==> config.mk <==
export PLATFORM = sky130hd
export DESIGN_NAME = dual_dac_regs
export DESIGN_NICKNAME = d
export VERILOG_FILES = /design/src/rtl/dacreg_pkg.sv /design/src/rtl/dacreg_decode.sv /design/src/rtl/dacreg_channel.sv /design/src/rtl/dual_dac_regs.sv
export SDC_FILE = /design/constraint.sdc
export NUM_CORES = 1
export LEC_CHECK = 0
export ABC_CLOCK_PERIOD_IN_PS = 6200
export CAP_MARGIN = 20
export CORE_UTILIZATION = 52
export DETAILED_ROUTE_END_ITERATION = 10
export PLACE_DENSITY_LB_ADDON = 0.1
export SYNTH_ARGS = -nofsm -noshare
export SYNTH_HDL_FRONTEND = slang
export SYNTH_SLANG_ARGS = --single-unit
==> constraint.sdc <==
create_clock -name clk -period 6.2 [get_ports clk]
set_clock_uncertainty 0.2 [all_clocks]
set_input_delay 1.86 -clock clk [delete_from_list [all_inputs] [get_ports clk]]
set_output_delay 1.86 -clock clk [all_outputs]
set_load 0.01 [all_outputs]
==> src/rtl/dacreg_pkg.sv <==
package dacreg_pkg;

    localparam int BUS_W   = 8;
    localparam int HI_W    = 4;
    localparam int WORD_W  = BUS_W + HI_W;
    localparam int NUM_CH  = 2;
    localparam int CH_W    = (NUM_CH > 1) ? $clog2(NUM_CH) : 1;
    localparam int ADDR_W  = CH_W + 1;

    typedef logic [WORD_W-1:0] word_t;

    typedef struct packed {
        logic [HI_W-1:0]  hi;
        logic [BUS_W-1:0] lo;
    } inreg_t;

    typedef enum logic [2:0] {
        OP_HOLD,
        OP_CLEAR,
        OP_LOAD,
        OP_UPDATE,
        OP_FLOW
    } op_e;

    typedef struct packed {
        op_e             op;
        logic [CH_W-1:0] chan;
        logic            upper;
    } cmd_t;

    // Priority: reset/clear, then strobe gating, then select/transfer pair.
    function automatic op_e classify(input logic rst, input logic zero_n,
                                     input logic sel_n, input logic strobe_n,
                                     input logic xfer_n);
        if (rst || !zero_n) return OP_CLEAR;
        if (strobe_n)       return OP_HOLD;
        case ({sel_n, xfer_n})
            2'b01:   return OP_LOAD;
            2'b10:   return OP_UPDATE;
            2'b00:   return OP_FLOW;
            default: return OP_HOLD;
        endcase
    endfunction

    function automatic inreg_t merge_part(input inreg_t cur, input logic upper,
                                          input logic [BUS_W-1:0] d);
        inreg_t r;
        r = cur;
        if (upper) r.hi = d[HI_W-1:0];
        else       r.lo = d;
        return r;
    endfunction

    function automatic word_t as_word(input inreg_t r);
        return {r.hi, r.lo};
    endfunction

endpackage

==> src/rtl/dacreg_decode.sv <==
module dacreg_decode
    import dacreg_pkg::*;
(
    input  logic              rst,
    input  logic              zero_n,
    input  logic              sel_n,
    input  logic              strobe_n,
    input  logic              xfer_n,
    input  logic [ADDR_W-1:0] adr,
    output cmd_t              cmd
);
    always_comb begin
        cmd.op    = classify(rst, zero_n, sel_n, strobe_n, xfer_n);
        cmd.upper = adr[0];
        cmd.chan  = adr[ADDR_W-1:1];
    end
endmodule

==> src/rtl/dacreg_channel.sv <==
module dacreg_channel
    import dacreg_pkg::*;
#(
    parameter int CH_IDX = 0
) (
    input  logic             clk,
    input  cmd_t             cmd,
    input  logic [BUS_W-1:0] bus_data,
    output word_t            dac_code
);
    localparam logic [CH_W-1:0] MY_CHAN = CH_IDX[CH_W-1:0];

    inreg_t in_q;
    inreg_t in_nx;
    word_t  dac_q;
    logic   hit;
    logic   copy;

    always_comb begin
        hit   = ((cmd.op == OP_LOAD) || (cmd.op == OP_FLOW)) && (cmd.chan == MY_CHAN);
        copy  = (cmd.op == OP_UPDATE) || (cmd.op == OP_FLOW);
        in_nx = hit ? merge_part(in_q, cmd.upper, bus_data) : in_q;
    end

    always_ff @(posedge clk) begin
        if (cmd.op == OP_CLEAR) begin
            in_q  <= '0;
            dac_q <= '0;
        end else begin
            in_q <= in_nx;
            if (copy) dac_q <= as_word(in_nx);
        end
    end

    assign dac_code = dac_q;
endmodule

==> src/rtl/dual_dac_regs.sv <==
module dual_dac_regs
    import dacreg_pkg::*;
(
    input  logic                clk,
    input  logic                rst,
    input  logic                zero_n,
    input  logic                sel_n,
    input  logic                strobe_n,
    input  logic                xfer_n,
    input  logic [ADDR_W-1:0]   adr,
    input  logic [BUS_W-1:0]    bus_data,
    output logic [WORD_W-1:0]   out_a,
    output logic [WORD_W-1:0]   out_b
);
    cmd_t  cmd;
    word_t codes [NUM_CH];

    dacreg_decode u_dec (
        .rst      (rst),
        .zero_n   (zero_n),
        .sel_n    (sel_n),
        .strobe_n (strobe_n),
        .xfer_n   (xfer_n),
        .adr      (adr),
        .cmd      (cmd)
    );

    for (genvar c = 0; c < NUM_CH; c++) begin : g_chan
        dacreg_channel #(.CH_IDX(c)) u_ch (
            .clk      (clk),
            .cmd      (cmd),
            .bus_data (bus_data),
            .dac_code (codes[c])
        );
    end

    assign out_a = codes[0];
    assign out_b = codes[1];
endmodule

* Word-level counts from Yosys, hierarchy flattened
Index checks and enable logic that the tools add are counted.
Storage, ports and cells: logic and storage cells 34, register bits after elaboration 48, output and inout bits 24
Operators by class: bitwise operators 1, mux-type cells 14, equal/unequal tests 6, reduce and logical (&&, ||, !) cells 7
Operators with widths (count):
- $mux W12 | 2
- $mux W8 | 2
- $mux W3 | 4
- $pmux W3 S3 | 1
- $mux W4 | 2
- $eq A3 B2 Y1 const B | 2
- $eq A3 B1 Y1 const B | 1
- $eq A3 B3 Y1 const B | 1
- $logic_or A1 B1 Y1 | 3
- $mux W1 | 3
- $eq A2 B1 Y1 const B | 1
- $eq A2 B2 Y1 const B | 1
- $logic_and A1 B1 Y1 | 2
- $logic_not A2 Y1 | 1
- $logic_not A1 Y1 | 1
- $not A1 Y1 | 1

* Longest topological paths before layout
depth after elaboration 10, mapped depth 7

* By module
Synthesis repeated with hierarchy kept, for this count alone.
Unflattened totals: cell total of the unflattened synthesis 272, area, all modules 2378.5 um^2
By module, submodules not included:
- dacreg_channel at g_chan[1].u_ch | cells each 131, instances 1, area an instance 1153.6 um^2, seq. area each 480.5 um^2
- dacreg_channel at g_chan[0].u_ch | cells each 131, instances 1, area an instance 1138.6 um^2, seq. area each 480.5 um^2
- dacreg_decode | cells each 10, instances 1, area an instance 86.3 um^2, seq. area each 0.0 um^2

* Least setup slack after synthesis
OpenSTA, ideal clock, no wires.
path kind input port to flip-flop, start point input sel_n, end point register g_chan[0].u_ch.dac_q[0], stages on the path 7, slack 2.538 ns, path buffers 2, data required time 5.854 ns, arrival time 3.316 ns, cell sequence inv_1 > ha_1 > or3b_4 > a211oi_4 > buf_6 > buf_6 > a211oi_2
Between the ends: word-level cells in the longest chain between the ends 8, elaborated cells between the ends (all ways) 14
Ends and longest elaborated chain:
- from (decl) | RTL line dual_dac_regs.sv:7 | input logic sel_n,
- $eq A2 B2 Y1, or another cell as far along | RTL line dacreg_pkg.sv:37 | case ({sel_n, xfer_n})
- $pmux W3 S3 * | RTL line dacreg_pkg.sv:37
- $mux W3 * | RTL line dacreg_pkg.sv:37
- $mux W3 * | RTL line dacreg_pkg.sv:36 | if (strobe_n) return OP_HOLD;
- $eq A3 B2 Y1 or $eq A3 B3 Y1 (tied branches) | RTL line dacreg_channel.sv:20, dacreg_channel.sv:21
- $logic_or A1 B1 Y1 | RTL line dacreg_channel.sv:20 | hit = ((cmd.op == OP_LOAD) || (cmd.op == OP_FLOW)) && (cmd.chan == MY_CHAN);
- $logic_and A1 B1 Y1 | RTL line dacreg_channel.sv:20
- $mux W12 | RTL line dacreg_channel.sv:22 | in_nx = hit ? merge_part(in_q, cmd.upper, bus_data) : in_q;
- to (signal assigned) | RTL line dacreg_channel.sv:31 | if (copy) dac_q <= as_word(in_nx);
- to (decl) | RTL line dacreg_channel.sv:15 | word_t dac_q;
Every way passes the cells marked *; elsewhere a longest branch is shown, timed or not. A chain may end at the register's enable or synchronous reset.

* Worst setup path after layout
Ends and elaborated chain as after synthesis.

==> metrics list <==
- DRC violation count after routing: 0
- Area of all placed cells without fillers: 0.00245 sq mm
- Cell area reported after detailed placement: 0.00230 sq mm
- The first global-routing pass estimated 5980 microns of wire.
* # placed instances: 247
- Overall die height: 63.1 microns
- FF-to-FF End: g_chan[0].u_ch.dac_code[0]
- At the pin with the least slew margin, the transition time is 0.629 ns.
- Portion of the clock cycle consumed by the worst path in the final layout: 68.6%
- The die covers 0.00398 sq mm.
- Based on the critical path, the design can be clocked at up to 235 MHz.
* Reg2reg start: g_chan[0].u_ch.in_q[0]
- TritonCTS built the clock tree.
- Starting utilization of the core area: 56.3%
* I/O pins: 40
* Number of warnings printed during yosys synthesis: 0
- The path with the worst hold slack has its endpoint at g_chan[1].u_ch.in_q[2].
* Final Setup Violations: 0
* Count of instances resized after the clock tree is built: 0
- The clock net in this run drives a total of 48 sinks.
- CP max stage delay: 0.52 ns
* Setup repair after global routing missed its margin: false
* Via/cell ratio: 5.19
- Die boundary width: 63.1 microns
- Of the total power, the share spent switching nets is 21.2%.
- The congestion estimate from routability-driven global placement came to 0.685.
- Power spread over the standard cell area amounts to 238 mW/mm^2.
- Bufs on Longest Clock Path: 2
- Number of routed nets with antenna violations: 0
- Portion of total power attributed to sequential cells: 53.1%
* Clock network power share: 39.7%
- The flow ran to the end, and the final reports show no timing, DRC or antenna violations.
* Post-Layout Cell Count: 256
- The first detailed-routing pass ran for 4 iterations.
- Kind of launch point of the worst setup path: primary input
- For the final routed database, the setup TNS stands at 0 ns.
- At the later pin of the worst-skew pair, clock insertion delay measures 0.29 ns.
- Entering global routing, the biggest net connects 49 pins.
- Core area: 0.00344 sq mm
- Synthesis produced a netlist with a net count of 191.
- Initial DRC Count: 77
- Antenna cells: 0
- Synth-to-Final Area Change: 26.5%
- Counting every instance in the synthesized netlist gives 173.
* Share of final-layout standard cells stronger than drive strength 1: 18.6%
- The worst setup path is captured at a register.
- Initial antenna violation count: 0
- A synthesized cell averages 11.2 sq um.
- Worst min path class: register to register
- Aggregate global-route resource usage: 19.6%
- On the final layout, the worst hold slack is 0.311 ns.
- Clock-pin slew reported for the worst setup and hold paths after clock tree synthesis: 0.08 ns
- At the end of the flow, the number of nets in the layout was 227.
* Aggregate routed wire length: 3610 microns
- Overall via count from detail_route: 1328
- In the final routed layout, each cell accounts on average for 14.1 microns.
- Number of buffers added by the clock tree synthesis step: 5
- Cts hold-fix bufs: 0
* Leakage power summed over all cells: 0.856 nW
* Row Count: 21
- Min-Delay Startpoint: g_chan[1].u_ch.in_q[2]
- CTS placed an instance of sky130_fd_sc_hd__clkbuf_8 at the clock tree root.
- For the worst flop-to-flop path, the logic depth is 2.
- After clock tree synthesis, the setup repair step added 0 buffers.
- Yosys mapped the design onto 22 distinct sky130hd cell types.
* Worst setup path category: primary input to register
- Minimum period implied by the final worst setup slack: 4.26 ns
* Final number of max-transition violations: 0
- The signal on the critical path passes through clkdlybuf4s50_1, inv_1, ha_1, or3b_4, a211oi_4, buf_4, nor2_1, a211oi_2.
- Fill cells in the final layout number 275.
- Worst max-slew margin expressed relative to the limit: 58.1%
* Maximum fanout encountered on the critical timing path: 48
- Portion of total power attributed to combinational logic: 7.3%
- MaxCap Viol Count: 0
- Data on the critical path is required at its endpoint by 6.21 ns.
* NetSw: 0.124 mW
- Of the synthesized area, sequential elements account for 49.5%.
- The mapped netlist covers 0.00194 sq mm.
* Number of global-route vias before repair: 1284
- In this run, synthesis produced a sequential element count of 48.
- Slowest library cell on the worst path: sky130_fd_sc_hd__buf_4
- Detailed placement HPWL: 2460 microns
- During placement, the flow inserted port buffers numbering 39.
- The setup check on the worst reg-to-reg path leaves a slack of 5.19 ns.
* Level count of the clock H-tree: 2
* Hold path cells: 2
- The final hold violation count came to 0.
- Summed over all layers, the global routing overflow is 0.
- Internal power component: 0.461 mW
- Data arrives at the worst endpoint at 4.27 ns.
- Worst ir drop on vdd: 0.157 mV
worst max path at each step:
stage	startpoint	end	slack, ns	cells past startpoint
3_3_place_gp	sel_n	g_chan[0].u_ch.dac_code[3]	1.73	8
4_1_cts	sel_n	g_chan[0].u_ch.dac_code[0]	1.91	8
2_1_floorplan	sel_n	g_chan[0].u_ch.dac_code[0]	2.54	7
5_1_grt	sel_n	g_chan[1].u_ch.dac_code[5]	1.83	8
3_5_place_dp	sel_n	g_chan[1].u_ch.dac_code[4]	1.62	8
6_report	sel_n	g_chan[0].u_ch.dac_code[0]	1.94	8
layout by cell type, fill, tap and decap left out:
| cell type | count |
|---|---|
| sky130_fd_sc_hd__nand3_2 | 1 |
| sky130_fd_sc_hd__xor2_1 | 1 |
| sky130_fd_sc_hd__dfxtp_1 | 48 |
| sky130_fd_sc_hd__nor2_1 | 49 |
| sky130_fd_sc_hd__buf_4 | 1 |
| sky130_fd_sc_hd__a211oi_4 | 1 |
| sky130_fd_sc_hd__ha_1 | 2 |
| sky130_fd_sc_hd__or3b_4 | 1 |
| sky130_fd_sc_hd__nand3b_1 | 1 |
| sky130_fd_sc_hd__a211oi_2 | 24 |
| sky130_fd_sc_hd__nand2b_1 | 1 |
| sky130_fd_sc_hd__or2_2 | 1 |
| sky130_fd_sc_hd__nand4b_1 | 1 |
| sky130_fd_sc_hd__clkdlybuf4s50_1 | 39 |
| sky130_fd_sc_hd__clkbuf_8 | 6 |
| sky130_fd_sc_hd__mux2i_1 | 24 |
| sky130_fd_sc_hd__inv_1 | 2 |
| sky130_fd_sc_hd__bufinv_16 | 1 |
| sky130_fd_sc_hd__nor4b_1 | 1 |
| sky130_fd_sc_hd__buf_16 | 1 |
| sky130_fd_sc_hd__nor4b_4 | 1 |
| sky130_fd_sc_hd__and4b_1 | 1 |
| sky130_fd_sc_hd__clkinv_4 | 1 |
| sky130_fd_sc_hd__and4_1 | 1 |
power groups by stage:
| stage | sequential (mW) | combinational (mW) | clock, mW |
|---|---|---|---|
| 6_report | 0.310 | 0.0425 | 0.232 |
| 5_1_grt | 0.311 | 0.0454 | 0.252 |
| 4_1_cts | 0.310 | 0.0402 | 0.237 |
| 3_5_place_dp | 0.318 | 0.0400 | 0 |
| 3_3_place_gp | 0.317 | 0.0386 | 0 |
| 2_1_floorplan | 0.318 | 0.0223 | 0 |
logic make-up (layout without fill, tap and decap cells):
| logic type | after synthesis | count (layout) | share of synthesized area [%] |
|---|---|---|---|
| flip-flops | 48 | 48 | 49.5 |
| adder cells (fa/ha/maj) | 2 | 2 | 1.29 |
| multiplexers | 24 | 24 | 12.4 |
| buffers and inverters | 14 | 51 | 5.10 |
| AO/OA/AOI/OAI | 25 | 25 | 16.5 |
| AND/OR/NAND/NOR | 59 | 59 | 14.7 |
| XOR/XNOR | 1 | 1 | 0.452 |
critical path, delay by kind of cell:
kind                     cells  cell delay [ns]
AND/OR/NAND/NOR              2             0.53
buffers and inverters        3             1.06
AO/OA/AOI/OAI                2             0.45
adder cells (fa/ha/maj)      1             0.35
Yosys cell counts:
master                      n  share of area (%)
sky130_fd_sc_hd__nand3_2    1               0.52
sky130_fd_sc_hd__ha_1       2                1.3
sky130_fd_sc_hd__nand2b_1   1               0.32
sky130_fd_sc_hd__nor4b_4    1                1.2
sky130_fd_sc_hd__or3b_4     1               0.58
sky130_fd_sc_hd__clkbuf_1   2               0.39
sky130_fd_sc_hd__nor4b_1    1               0.45
sky130_fd_sc_hd__dfxtp_1   48                 50
sky130_fd_sc_hd__buf_2      4                1.0
sky130_fd_sc_hd__nand3b_1   1               0.39
sky130_fd_sc_hd__a211oi_4   1                1.0
sky130_fd_sc_hd__buf_4      1               0.39
sky130_fd_sc_hd__inv_1      2               0.39
sky130_fd_sc_hd__xor2_1     1               0.45
sky130_fd_sc_hd__nor2_1    49                9.5
sky130_fd_sc_hd__or2_2      1               0.32
sky130_fd_sc_hd__mux2i_1   24                 12
sky130_fd_sc_hd__nand4b_1   1               0.45
sky130_fd_sc_hd__and4_1     1               0.45
sky130_fd_sc_hd__a211oi_2  24                 15
sky130_fd_sc_hd__buf_6      5                2.9
sky130_fd_sc_hd__and4b_1    1               0.52
routing by layer:
metal | wire [microns] | global-route usage, % | part of all wire, %
met5 | 0 | 0 | 0
met2 | 1730 | 31.3 | 48
met3 | 142 | 4.71 | 3.9
met4 | 29 | 7.85 | 0.80
met1 | 1710 | 25.2 | 47
stage by stage:
step / power [mW] / utilization [%] / setup WS [ns]
floorplan: 0.340 / - / 2.54
global route: 0.608 / 71.2 / 1.83
global placement: 0.356 / 66.9 / 1.73
detailed placement: 0.358 / 66.9 / 1.62
CTS: 0.587 / 70.4 / 1.91
finish: 0.585 / 71.2 / 1.94
layout make-up:
class                   count  area, sq um  area share, %
well taps                  46         57.6           2.35
clock buffers               6         82.6           3.37
inverters                   2         7.51          0.306
flip-flops and latches     48          961           39.2
multi-input cells         111          880           35.9
clock inverters             2         38.8           1.58
repair buffers             41          425           17.3
flip-flops by register name, summed over array words and instances (netlist names):
signal and cells:
g_chan.u_ch.dac_code 24, g_chan.u_ch.in_q 24
(Power assumes the default switching activity.)
